File: src/rtl/clkdiv_pkg.sv
package clkdiv_pkg;

   typedef enum logic [3:0] {
      ST_IDLE,
      ST_SWEEP1,
      ST_SWEEP2,
      ST_LOAD1,
      ST_WAIT1,
      ST_LOAD2,
      ST_WAIT2,
      ST_PICK,
      ST_REJ
   } srch_st_e;

endpackage

File: src/rtl/clkdiv_cand_cmp.sv
// Compares one candidate setting against the wanted rate without dividing:
// floor(ref/d) <  want  <=>  ref <  want*d
// floor(ref/d) <= want  <=>  ref < (want+1)*d
module clkdiv_cand_cmp #(
   parameter int FW    = 32,
   parameter int DIV_W = 8,
   parameter int DW    = 16
) (
   input  logic [FW-1:0]    ref_i,
   input  logic [FW-1:0]    want_i,
   input  logic [DIV_W-1:0] pre_i,
   input  logic [DIV_W-1:0] rd_i,
   output logic             eq_o,
   output logic             below_o,
   output logic             le_o
);
   localparam int PW2 = 2*DIV_W + 1;
   localparam int PW  = FW + 1 + DW;

   logic [PW2-1:0] d_full;
   logic [DW-1:0]  d;
   logic [PW-1:0]  lo_p, hi_p, rf_p;

   assign d_full  = PW2'(pre_i) * (PW2'(rd_i) + PW2'(1));
   assign d       = d_full[DW-1:0];
   assign lo_p    = PW'(want_i) * PW'(d);
   assign hi_p    = lo_p + PW'(d);
   assign rf_p    = PW'(ref_i);
   assign below_o = rf_p < lo_p;
   assign le_o    = rf_p < hi_p;
   assign eq_o    = le_o && !below_o;
endmodule

File: src/rtl/clkdiv_iter_div.sv
// Restoring divider, BPC quotient bits resolved per cycle.
module clkdiv_iter_div #(
   parameter int NW  = 32,
   parameter int DW  = 16,
   parameter int BPC = 2
) (
   input  logic          clk,
   input  logic          rst_n,
   input  logic          go_i,
   input  logic [NW-1:0] num_i,
   input  logic [DW-1:0] den_i,
   output logic [NW-1:0] quot_o,
   output logic          valid_o
);
   localparam int STEPS = NW / BPC;
   localparam int CW    = $clog2(STEPS + 1);

   if (BPC < 1 || (NW % BPC) != 0) begin : g_bad_bpc
      $error("clkdiv_iter_div: BPC must divide NW");
   end

   logic [DW-1:0] rem_q, den_q, rem_n;
   logic [NW-1:0] quo_q, quo_n;
   logic [CW-1:0] cnt_q;
   logic          run_q, valid_q;

   if (BPC == 1) begin : g_single
      logic [DW:0] sh;
      logic        ge;
      always_comb begin
         sh    = {rem_q, quo_q[NW-1]};
         ge    = sh >= {1'b0, den_q};
         rem_n = ge ? DW'(sh - {1'b0, den_q}) : sh[DW-1:0];
         quo_n = {quo_q[NW-2:0], ge};
      end
   end else begin : g_multi
      always_comb begin
         logic [DW-1:0] r;
         logic [NW-1:0] q;
         logic [DW:0]   sh;
         r = rem_q;
         q = quo_q;
         for (int k = 0; k < BPC; k++) begin
            sh = {r, q[NW-1]};
            q  = {q[NW-2:0], 1'b0};
            if (sh >= {1'b0, den_q}) begin
               sh   = sh - {1'b0, den_q};
               q[0] = 1'b1;
            end
            r = sh[DW-1:0];
         end
         rem_n = r;
         quo_n = q;
      end
   end

   always_ff @(posedge clk or negedge rst_n) begin
      if (!rst_n) begin
         rem_q   <= '0;
         den_q   <= '0;
         quo_q   <= '0;
         cnt_q   <= '0;
         run_q   <= 1'b0;
         valid_q <= 1'b0;
      end else begin
         valid_q <= 1'b0;
         if (go_i) begin
            rem_q <= '0;
            den_q <= den_i;
            quo_q <= num_i;
            cnt_q <= CW'(STEPS);
            run_q <= 1'b1;
         end else if (run_q) begin
            rem_q <= rem_n;
            quo_q <= quo_n;
            cnt_q <= cnt_q - CW'(1);
            if (cnt_q == CW'(1)) begin
               run_q   <= 1'b0;
               valid_q <= 1'b1;
            end
         end
      end
   end

   assign quot_o  = quo_q;
   assign valid_o = valid_q;
endmodule

File: src/rtl/clkdiv_search.sv
module clkdiv_search #(
   parameter int FW      = 32,
   parameter int DIV_W   = 8,
   parameter int PRE_MIN = 2,
   parameter int PRE_END = 254,
   parameter int RD_END  = 255,
   parameter int BPC     = 2
) (
   input  logic             clk,
   input  logic             rst_n,
   input  logic             start_i,
   input  logic [FW-1:0]    ref_hz_i,
   input  logic [FW-1:0]    want_hz_i,
   output logic             done_o,
   output logic             err_o,
   output logic [DIV_W-1:0] pre_o,
   output logic [DIV_W-1:0] rdiv_o,
   output logic [FW-1:0]    freq_o
);
   import clkdiv_pkg::*;

   localparam int DMAX = (PRE_END - 1) * RD_END;
   localparam int DW   = $clog2(DMAX + 1);
   localparam int PW2  = 2*DIV_W + 1;
   localparam logic [DIV_W-1:0] PRE_LO   = DIV_W'(PRE_MIN);
   localparam logic [DIV_W-1:0] PRE_LAST = DIV_W'(PRE_END - 1);
   localparam logic [DIV_W-1:0] RD_LAST  = DIV_W'(RD_END - 1);

   if (PRE_MIN < 1 || PRE_END <= PRE_MIN || PRE_END > (1 << DIV_W)) begin : g_bad_pre
      $error("clkdiv_search: prescale range does not fit");
   end
   if (RD_END < 1 || RD_END > (1 << DIV_W)) begin : g_bad_rd
      $error("clkdiv_search: rate divider range does not fit");
   end

   srch_st_e         st_q;
   logic [FW-1:0]    ref_q, want_q, f1_q, f2_q, div_q;
   logic [DIV_W-1:0] pre_c, rd_c, pre1_q, rd1_q, pre2_q, rd2_q;
   logic             exact_q;
   logic             eq_c, below_c, le_c;
   logic             div_go, div_valid;
   logic [PW2-1:0]   d1_full, d2_full;
   logic [DW-1:0]    den;
   logic             bad_req;
   logic             row_end, grid_end;

   clkdiv_cand_cmp #(.FW(FW), .DIV_W(DIV_W), .DW(DW)) u_cmp (
      .ref_i  (ref_q),
      .want_i (want_q),
      .pre_i  (pre_c),
      .rd_i   (rd_c),
      .eq_o   (eq_c),
      .below_o(below_c),
      .le_o   (le_c)
   );

   assign d1_full = PW2'(pre1_q) * (PW2'(rd1_q) + PW2'(1));
   assign d2_full = PW2'(pre2_q) * (PW2'(rd2_q) + PW2'(1));
   assign den     = (st_q == ST_LOAD2) ? d2_full[DW-1:0] : d1_full[DW-1:0];
   assign div_go  = (st_q == ST_LOAD1) || (st_q == ST_LOAD2);

   clkdiv_iter_div #(.NW(FW), .DW(DW), .BPC(BPC)) u_div (
      .clk    (clk),
      .rst_n  (rst_n),
      .go_i   (div_go),
      .num_i  (ref_q),
      .den_i  (den),
      .quot_o (div_q),
      .valid_o(div_valid)
   );

   assign bad_req  = (want_hz_i == '0) || ({want_hz_i, 1'b0} > {1'b0, ref_hz_i});
   assign grid_end = (pre_c == PRE_LAST) && (rd_c == RD_LAST);
   assign row_end  = (st_q == ST_SWEEP1) ? (pre_c == PRE_LAST) : (rd_c == RD_LAST);

   always_ff @(posedge clk or negedge rst_n) begin
      if (!rst_n) begin
         st_q    <= ST_IDLE;
         ref_q   <= '0;
         want_q  <= '0;
         pre_c   <= '0;
         rd_c    <= '0;
         pre1_q  <= '0;
         rd1_q   <= '0;
         pre2_q  <= '0;
         rd2_q   <= '0;
         exact_q <= 1'b0;
         f1_q    <= '0;
         f2_q    <= '0;
         pre_o   <= '0;
         rdiv_o  <= '0;
         freq_o  <= '0;
         done_o  <= 1'b0;
         err_o   <= 1'b0;
      end else begin
         done_o <= 1'b0;
         err_o  <= 1'b0;
         unique case (st_q)
            ST_IDLE: if (start_i) begin
               if (bad_req) begin
                  st_q <= ST_REJ;
               end else begin
                  ref_q  <= ref_hz_i;
                  want_q <= want_hz_i;
                  pre_c  <= PRE_LO;
                  rd_c   <= '0;
                  st_q   <= ST_SWEEP1;
               end
            end
            ST_SWEEP1: begin
               if (eq_c || below_c || grid_end) begin
                  pre1_q  <= pre_c;
                  rd1_q   <= rd_c;
                  exact_q <= eq_c;
                  pre_c   <= PRE_LO;
                  rd_c    <= '0;
                  st_q    <= eq_c ? ST_LOAD1 : ST_SWEEP2;
               end else if (row_end) begin
                  pre_c <= PRE_LO;
                  rd_c  <= rd_c + DIV_W'(1);
               end else begin
                  pre_c <= pre_c + DIV_W'(1);
               end
            end
            ST_SWEEP2: begin
               if (le_c || grid_end) begin
                  pre2_q <= pre_c;
                  rd2_q  <= rd_c;
                  st_q   <= ST_LOAD1;
               end else if (row_end) begin
                  rd_c  <= '0;
                  pre_c <= pre_c + DIV_W'(1);
               end else begin
                  rd_c <= rd_c + DIV_W'(1);
               end
            end
            ST_LOAD1: st_q <= ST_WAIT1;
            ST_WAIT1: if (div_valid) begin
               f1_q <= div_q;
               if (exact_q) begin
                  f2_q <= '0;
                  st_q <= ST_PICK;
               end else begin
                  st_q <= ST_LOAD2;
               end
            end
            ST_LOAD2: st_q <= ST_WAIT2;
            ST_WAIT2: if (div_valid) begin
               f2_q <= div_q;
               st_q <= ST_PICK;
            end
            ST_PICK: begin
               if (f1_q >= f2_q) begin
                  pre_o  <= pre1_q;
                  rdiv_o <= rd1_q;
                  freq_o <= f1_q;
               end else begin
                  pre_o  <= pre2_q;
                  rdiv_o <= rd2_q;
                  freq_o <= f2_q;
               end
               done_o <= 1'b1;
               st_q   <= ST_IDLE;
            end
            ST_REJ: begin
               done_o <= 1'b1;
               err_o  <= 1'b1;
               st_q   <= ST_IDLE;
            end
            default: st_q <= ST_IDLE;
         endcase
      end
   end
endmodule

File: config.mk
export PLATFORM = sky130hd
export DESIGN_NAME = clkdiv_search
export DESIGN_NICKNAME = d
export VERILOG_FILES = /design/src/rtl/clkdiv_pkg.sv /design/src/rtl/clkdiv_cand_cmp.sv /design/src/rtl/clkdiv_iter_div.sv /design/src/rtl/clkdiv_search.sv
export SDC_FILE = /design/constraint.sdc
export NUM_CORES = 2
export LEC_CHECK = 0
export ABC_CLOCK_PERIOD_IN_PS = 28900
export BUFFER_PORTS_ARGS = -buffer_cell sky130_fd_sc_hd__buf_2
export CAP_MARGIN = 20
export CORE_ASPECT_RATIO = 0.75
export CORE_MARGIN = 10
export CORE_UTILIZATION = 55
export DETAILED_ROUTE_END_ITERATION = 8
export PLACE_DENSITY = 0.83
export RECOVER_POWER = 100
export SLEW_MARGIN = 15
export SYNTH_ARGS = -nofsm -noshare
export SYNTH_HDL_FRONTEND = slang
export SYNTH_SLANG_ARGS = --single-unit
File: constraint.sdc
create_clock -name clk -period 28.9 [get_ports clk]
set_input_delay 4.335 -clock clk [delete_from_list [all_inputs] [get_ports clk]]
set_output_delay 4.335 -clock clk [all_outputs]
set_load 0.01 [all_outputs]
# After elaboration in Yosys (flattened, before gate mapping)
# Index checks and enable logic that the tools add are counted.
[op_classes] add_sub_neg=9 n_mul=4 div=0 n_lt_le_gt_ge=6 eq_ne=21 n_shift=0 muxes=50 n_bitwise=1 reduce_logical=22
[op_table] cell="$mux 32" n=6
[op_table] cell="$mux 8" n=14
[op_table] cell="$mux 16" n=5
[op_table] cell="$pmux 32 s2" n=1
[op_table] cell="$add 48x16->49" n=1
[op_table] cell="$lt 32x49->1" n=1
[op_table] cell="$lt 32x48->1" n=1
[op_table] cell="$mul 32x16->48" n=1
[op_table] cell="$pmux 8 s3" n=2
[op_table] cell="$ge 17x16->1" n=2
[op_table] cell="$gt 33x32->1" n=1
[op_table] cell="$ge 32x32->1" n=1
[op_table] cell="$logic_not 32->1" n=1
[op_table] cell="$mul 8x9->16" n=2
[op_table] cell="$sub 16x16->16" n=2
[op_table] cell="$pmux 4 s7" n=1
[op_table] cell="$add 8x1->9 const B" n=3
[op_table] cell="$mux 4" n=6
[op_table] cell="$mul 8x17->16" n=1
[op_table] cell="$add 8x1->8 const B" n=2
[op_table] cell="$eq 4x3->1 const B" n=4
[op_table] cell="$eq 8x8->1 const B" n=2
[op_table] cell="$reduce_and 5->1" n=3
[op_table] cell="$mux 1" n=12
[op_table] cell="other kinds (21)" n=38
[totals] ff_bits=302 latchBits=0 ram_bits=0 mem_bits_ro=0 word_cells=136 n_memories=0

# Logic depth before layout (Yosys ltp)
[depth] word_depth=10 depth_mapped=63 mapped_depth_nobuf=60

# By module
# From an unflattened synthesis, not the netlist that was laid out.
[unflattened] hier_cells=5047 area_unflattened_um2=44859.3
[by_module_without_submodules] mod="clkdiv_cand_cmp" instances=1 cells_each=2654 area_per_inst_um2=21827.2 seq_area_each_um2=0.0
[by_module_without_submodules] mod="clkdiv_search" instances=1 cells_each=1806 area_per_inst_um2=17800.8 seq_area_each_um2=5780.5
[by_module_without_submodules] mod="clkdiv_iter_div" instances=1 cells_each=587 area_per_inst_um2=5231.3 seq_area_each_um2=1776.7

# Least setup slack after synthesis
# Ideal clock, no wire load.
[synth_timing] path_type="register to register" start="reg rd_c[0]" end="reg pre2_q[0]" setup_time_ns=0.125 arrival_ns=13.677 required_time_ns=28.775 path_slack_ns=15.098 path_stages_with_launch=58 path_buffers=5 path_cell_list="dfrtp_1 -> clkbuf_1 -> inv_1 -> ha_1 -> nand2b_1 -> fa_1 -> fa_1 -> inv_1 -> fa_1 -> inv_1 -> fa_1 -> inv_1 -> ha_1 -> inv_1 -> o21bai_1 -> a21oi_1 -> nor2b_1 -> o21a_1 -> (+22 left out) -> nor4_1 -> nand2_1 -> xnor2_1 -> ha_1 -> nand4_1 -> nor3_1 -> a2111oi_0 -> o21ai_0 -> a21oi_1 -> o31ai_1 -> nand3_1 -> a31oi_1 -> nand3b_1 -> or4_1 -> and2_4 -> buf_6 -> buf_8 -> mux2_4"
[synth_between] elab_chain_len=7
[synth_rtl] element="start: declaration" line_no="clkdiv_search.sv:38" rtl="logic [DIV_W-1:0] pre_c, rd_c, pre1_q, rd1_q, pre2_q, rd2_q;"
[synth_rtl] element="start signal: assignment" line_no="clkdiv_search.sv:120" rtl="rd_c <= rd_c + DIV_W'(1);"
[synth_rtl] element="start signal: assignment" line_no="clkdiv_search.sv:134" rtl="rd_c <= rd_c + DIV_W'(1);"
[synth_rtl] element="$add 8x1->9" line_no="clkdiv_cand_cmp.sv:24" rtl="assign d_full = PW2'(pre_i) * (PW2'(rd_i) + PW2'(1));"
[synth_rtl] element="$mul 8x17->16" line_no="clkdiv_cand_cmp.sv:24"
[synth_rtl] element="$mul 32x16->48" line_no="clkdiv_cand_cmp.sv:26" rtl="assign lo_p = PW'(want_i) * PW'(d);"
[synth_rtl] element="$add 48x16->49" line_no="clkdiv_cand_cmp.sv:27" rtl="assign hi_p = lo_p + PW'(d);"
[synth_rtl] element="$lt 32x49->1" line_no="clkdiv_cand_cmp.sv:30" rtl="assign le_o = rf_p < hi_p;"
[synth_rtl] element="$logic_or 1x1->1 (*)" line_no="clkdiv_search.sv:126" rtl="if (le_c || grid_end) begin"
[synth_rtl] element="$reduce_and 2->1 (no line) (*)"
[synth_rtl] element="end signal: assignment" line_no="clkdiv_search.sv:127" rtl="pre2_q <= pre_c;"
[synth_rtl] element="end: declaration" line_no="clkdiv_search.sv:38"
# Mark *: on every way between the ends. The rest lies on a longest branch, timed or not.
# A chain may end at the register's enable or synchronous reset.

# Final worst setup path
[layout_timing] start="reg rd_c[0]" end="reg rd1_q[4]"
[layout_between] elab_chain_len=9
[layout_rtl] element="$add 8x1->9" line_no="clkdiv_cand_cmp.sv:24"
[layout_rtl] element="$mul 8x17->16" line_no="clkdiv_cand_cmp.sv:24"
[layout_rtl] element="$mul 32x16->48" line_no="clkdiv_cand_cmp.sv:26"
[layout_rtl] element="$add 48x16->49 or $lt 32x48->1 (tied branches)" line_no="clkdiv_cand_cmp.sv:27, clkdiv_cand_cmp.sv:29"
[layout_rtl] element="$lt 32x49->1 or $logic_not 1->1 (tied branches)" line_no="clkdiv_cand_cmp.sv:30, clkdiv_cand_cmp.sv:31"
[layout_rtl] element="$logic_and 1x1->1" line_no="clkdiv_cand_cmp.sv:31" rtl="assign eq_o = le_o && !below_o;"
[layout_rtl] element="$logic_or 1x1->1" line_no="clkdiv_search.sv:111" rtl="if (eq_c || below_c || grid_end) begin"
[layout_rtl] element="$logic_or 1x1->1 (*)" line_no="clkdiv_search.sv:111"
[layout_rtl] element="$reduce_and 2->1 (no line) (*)"
[layout_rtl] element="end signal: assignment" line_no="clkdiv_search.sv:113" rtl="rd1_q <= rd_c;"
[layout_rtl] element="end: declaration" line_no="clkdiv_search.sv:38"
# Marks and branches as above.

==> run metrics <==
routability congestion estimate roughly 0.97; RSZ-0062 raised after global routing no; DR pass1 iterations 6; total die area 89,200 µm²; wire length of the first global-routing pass between 150,000 and 200,000 µm; Max clock buf depth 3; share of the yosys chip area belonging to registers 0.177; multi-input combinational cell area roughly 31,000 µm²; total power consumption of the routed design 4.26 mW; kind of capture point of the worst setup path register; Leakage 22.3 nW; highest-count cells in the layout ignoring fill and taps inv_1, nand2_1, fa_1, ha_1, dfrtp_1; CTS H-tree lvls 2; worst endpoint data arrival time about 19,000 ps; crit path max fanout 33; Worst-Margin Slew 6390 ps; Clock Pin Slew Worst Setup and Hold Paths about 70 ps; beginning of the worst hold path freq_o[24]; Max VDD drop 0.116 mV; growth of design area from synthesis to finish 5.50%; antenna violation net count after detailed routing 0; most common cell after layout, fill and taps aside inv_1; count of cells along the worst hold path 2; layout cells sized above 1 0.0706; hold crit path type register to register; CTS-repair resized insts 0; routed length per instance approximately 20 µm; number of global-route vias before repair ~35,000; worst reg-to-reg path cell count 54; Yosys warning total 0; total power per unit cell area around 95 nW/µm²; net count of the mapped netlist 5,789; setup slack, reg-to-reg 10,690 ps; Vert. Die Dim 261 µm; CTS Buf Count 35; mean cell area of the mapped netlist about 8.9 µm²; Yosys top cell area share 0.255; final setup vio count 0; final antenna diode count 0; worst-skew pair later-pin latency approximately 610 ps; ys flop type dfrtp_1; Root Buffer Master clkbuf_16; type of element launching the critical path register; top cells by area in the synthesized netlist fa_1, dfrtp_1, ha_1; Total Wirelength roughly 120,000 µm; flops & latches, synth roughly 300; EDFF count, synth 0; number of buffers inserted for hold repair after clock tree synthesis 0; clk_skew approximately 57 ps; CP max stage delay between 1000 and 1500 ps; setup bufs post-CTS 0; proportion of register bits with asynchronous set or reset after synthesis 1.00; Worst Hold Endpoint freq_o[24]; number of antenna violations at the first check in global routing 5; number of vias after detailed routing approximately 34,000; achievable frequency 54.9 MHz; crit path time final 18,210 ps; worst hold slack 476 ps; number of sinks on the clock net around 300; Syn Inst Count ~4,800; netlist area before placement 42,700 µm²; violations in the final reports capacitance limit, slew limit; I/O pin count approximately 120; largest net degree at the start of global routing about 120; CP required around 29,000 ps; half-perimeter wire length after detailed placement around 93,000 µm; CTS tree yes; Final nets approximately 5,800; number of standard cells in the final layout excluding fillers between 5,000 and 6,000; Initial Utilization 0.555; slowest stage cell on the critical path clkbuf_1; Finished Core Util 0.586; placement row count between 80 and 90; final slew viol count roughly 760; post-route DRC violation count 0; Layout fillers about 6,600; Seq. cell area approximately 7600 µm²; dominant cell type by count on the critical path fa_1; type of the setup path with the least slack register to register; Total Routing Usage GR 0.269; biggest area consumer among synthesized cells fa_1; run status finished with violations; aggregate global routing overflow 0; reg-to-reg critical path endpoint rd1_q[4]; Die W 342 µm; count of distinct cell types in the synthesized netlist between 90 and 100; number of buffers inserted by port buffering 116; slew margin rel. -3.26; Max Cap Violations 14; hold violation total from the final report 0; iteration-0 DRC count of the detailed router between 3,000 and 4,000; startpoint of the lowest-slack register-to-register path rd_c[0]; vias per cell just under 6; Placed Cells incl. Taps 5,748; Core Area 76,900 µm²; post-route fraction of the period consumed by the critical path 0.630; setup_tns 0 ps
flip-flops by register name (all words and copies together), names as in the netlist, 16 cells and up:
name          cells
f1_q             32
f2_q             32
freq_o           32
ref_q            32
u_div.quot_o     32
want_q           32
u_div.den_q      16
u_div.rem_q      16
kinds of logic (layout without fill, tap and decap cells):
| logic type | Yosys count | after routing | share of synthesized area |
|---|---|---|---|
| compound gates | 733 | 733 | 0.111 |
| xor+xnor | 135 | 135 | 0.0277 |
| fa+ha+maj | 949 | 949 | 0.374 |
| buf+inv | 1006 | 1008 | 0.0902 |
| flops | 302 | 302 | 0.177 |
| mux | 224 | 224 | 0.0570 |
| simple gates | 1424 | 1424 | 0.163 |
per-stage QoR:
stage / setup slack [ps] / instance area (µm²)
floorplan: 15100 / 42700
global placement: 13160 / 44100
detailed placement: 12550 / 44100
CTS: 12430 / 45200
global route: 9630 / 45000
finish: 10690 / 45000
layer usage:
metal / share of wire / track usage / vias up
met5: 0.0014 / 0.0112 / -
met4: 0.034 / 0.0880 / 6
met3: 0.11 / 0.0709 / 217
met2: 0.43 / 0.402 / 1593
met1: 0.43 / 0.377 / 17089
li1: - / - / 15394
how the worst max path moves through the flow:
stage	start	end	cells after the start
3_3_place_gp	rd_c[0]	pre1_q[2]	54
5_1_grt	rd_c[0]	rd1_q[4]	54
3_5_place_dp	rd_c[0]	rd1_q[4]	54
6_report	rd_c[0]	rd1_q[4]	54
2_1_floorplan	rd_c[0]	pre2_q[0]	57
4_1_cts	rd_c[0]	rd1_q[4]	54
cell usage after synthesis, types with 19 or more instances:
cell type	instances
inv_1	798
mux2i_1	96
o21ai_0	224
clkbuf_1	176
nand2b_1	42
a22o_1	32
dfrtp_1	302
nor2b_1	81
nand2_1	672
mux2_2	120
o21a_1	27
ha_1	405
nand4_1	45
xor2_1	44
nor3_1	49
a21o_1	61
xnor2_1	91
fa_1	544
a21oi_1	167
nor4_1	24
and2_1	218
o211ai_1	26
nand3_1	43
and3_1	19
nor2_1	140
a211oi_1	19
final cells by class:
| class | instances | share of cell area |
|---|---|---|
| Clock buffer | 41 | 0.0202 |
| Clock inverter | 21 | 0.00520 |
| Inverter | 799 | 0.0666 |
| Multi-Input combinational cell | 3465 | 0.696 |
| Sequential cell | 302 | 0.168 |
| Tap cell | 1035 | 0.0288 |
| Timing Repair Buffer | 147 | 0.0157 |
report_power, final:
| part | total [mW] | switching, mW | internal [mW] |
|---|---|---|---|
| clock | 0.464 | 0.201 | 0.263 |
| combinational | 2.95 | 1.73 | 1.22 |
| sequential | 0.851 | 0.309 | 0.543 |
critical path: cells and delay by family, from the launching register on:
kind / cells / cell delay [ps]
buffers and inverters: 7 / 1570
muxes: 1 / 420
and+or+nand+nor: 12 / 3270
xor gates and xnor gates: 4 / 1240
adders and majority gates: 14 / 6520
DFF: 1 / 660
AOI/OAI and AO/OA: 16 / 4350
No activity file was read; power rests on OpenSTA's default activity.
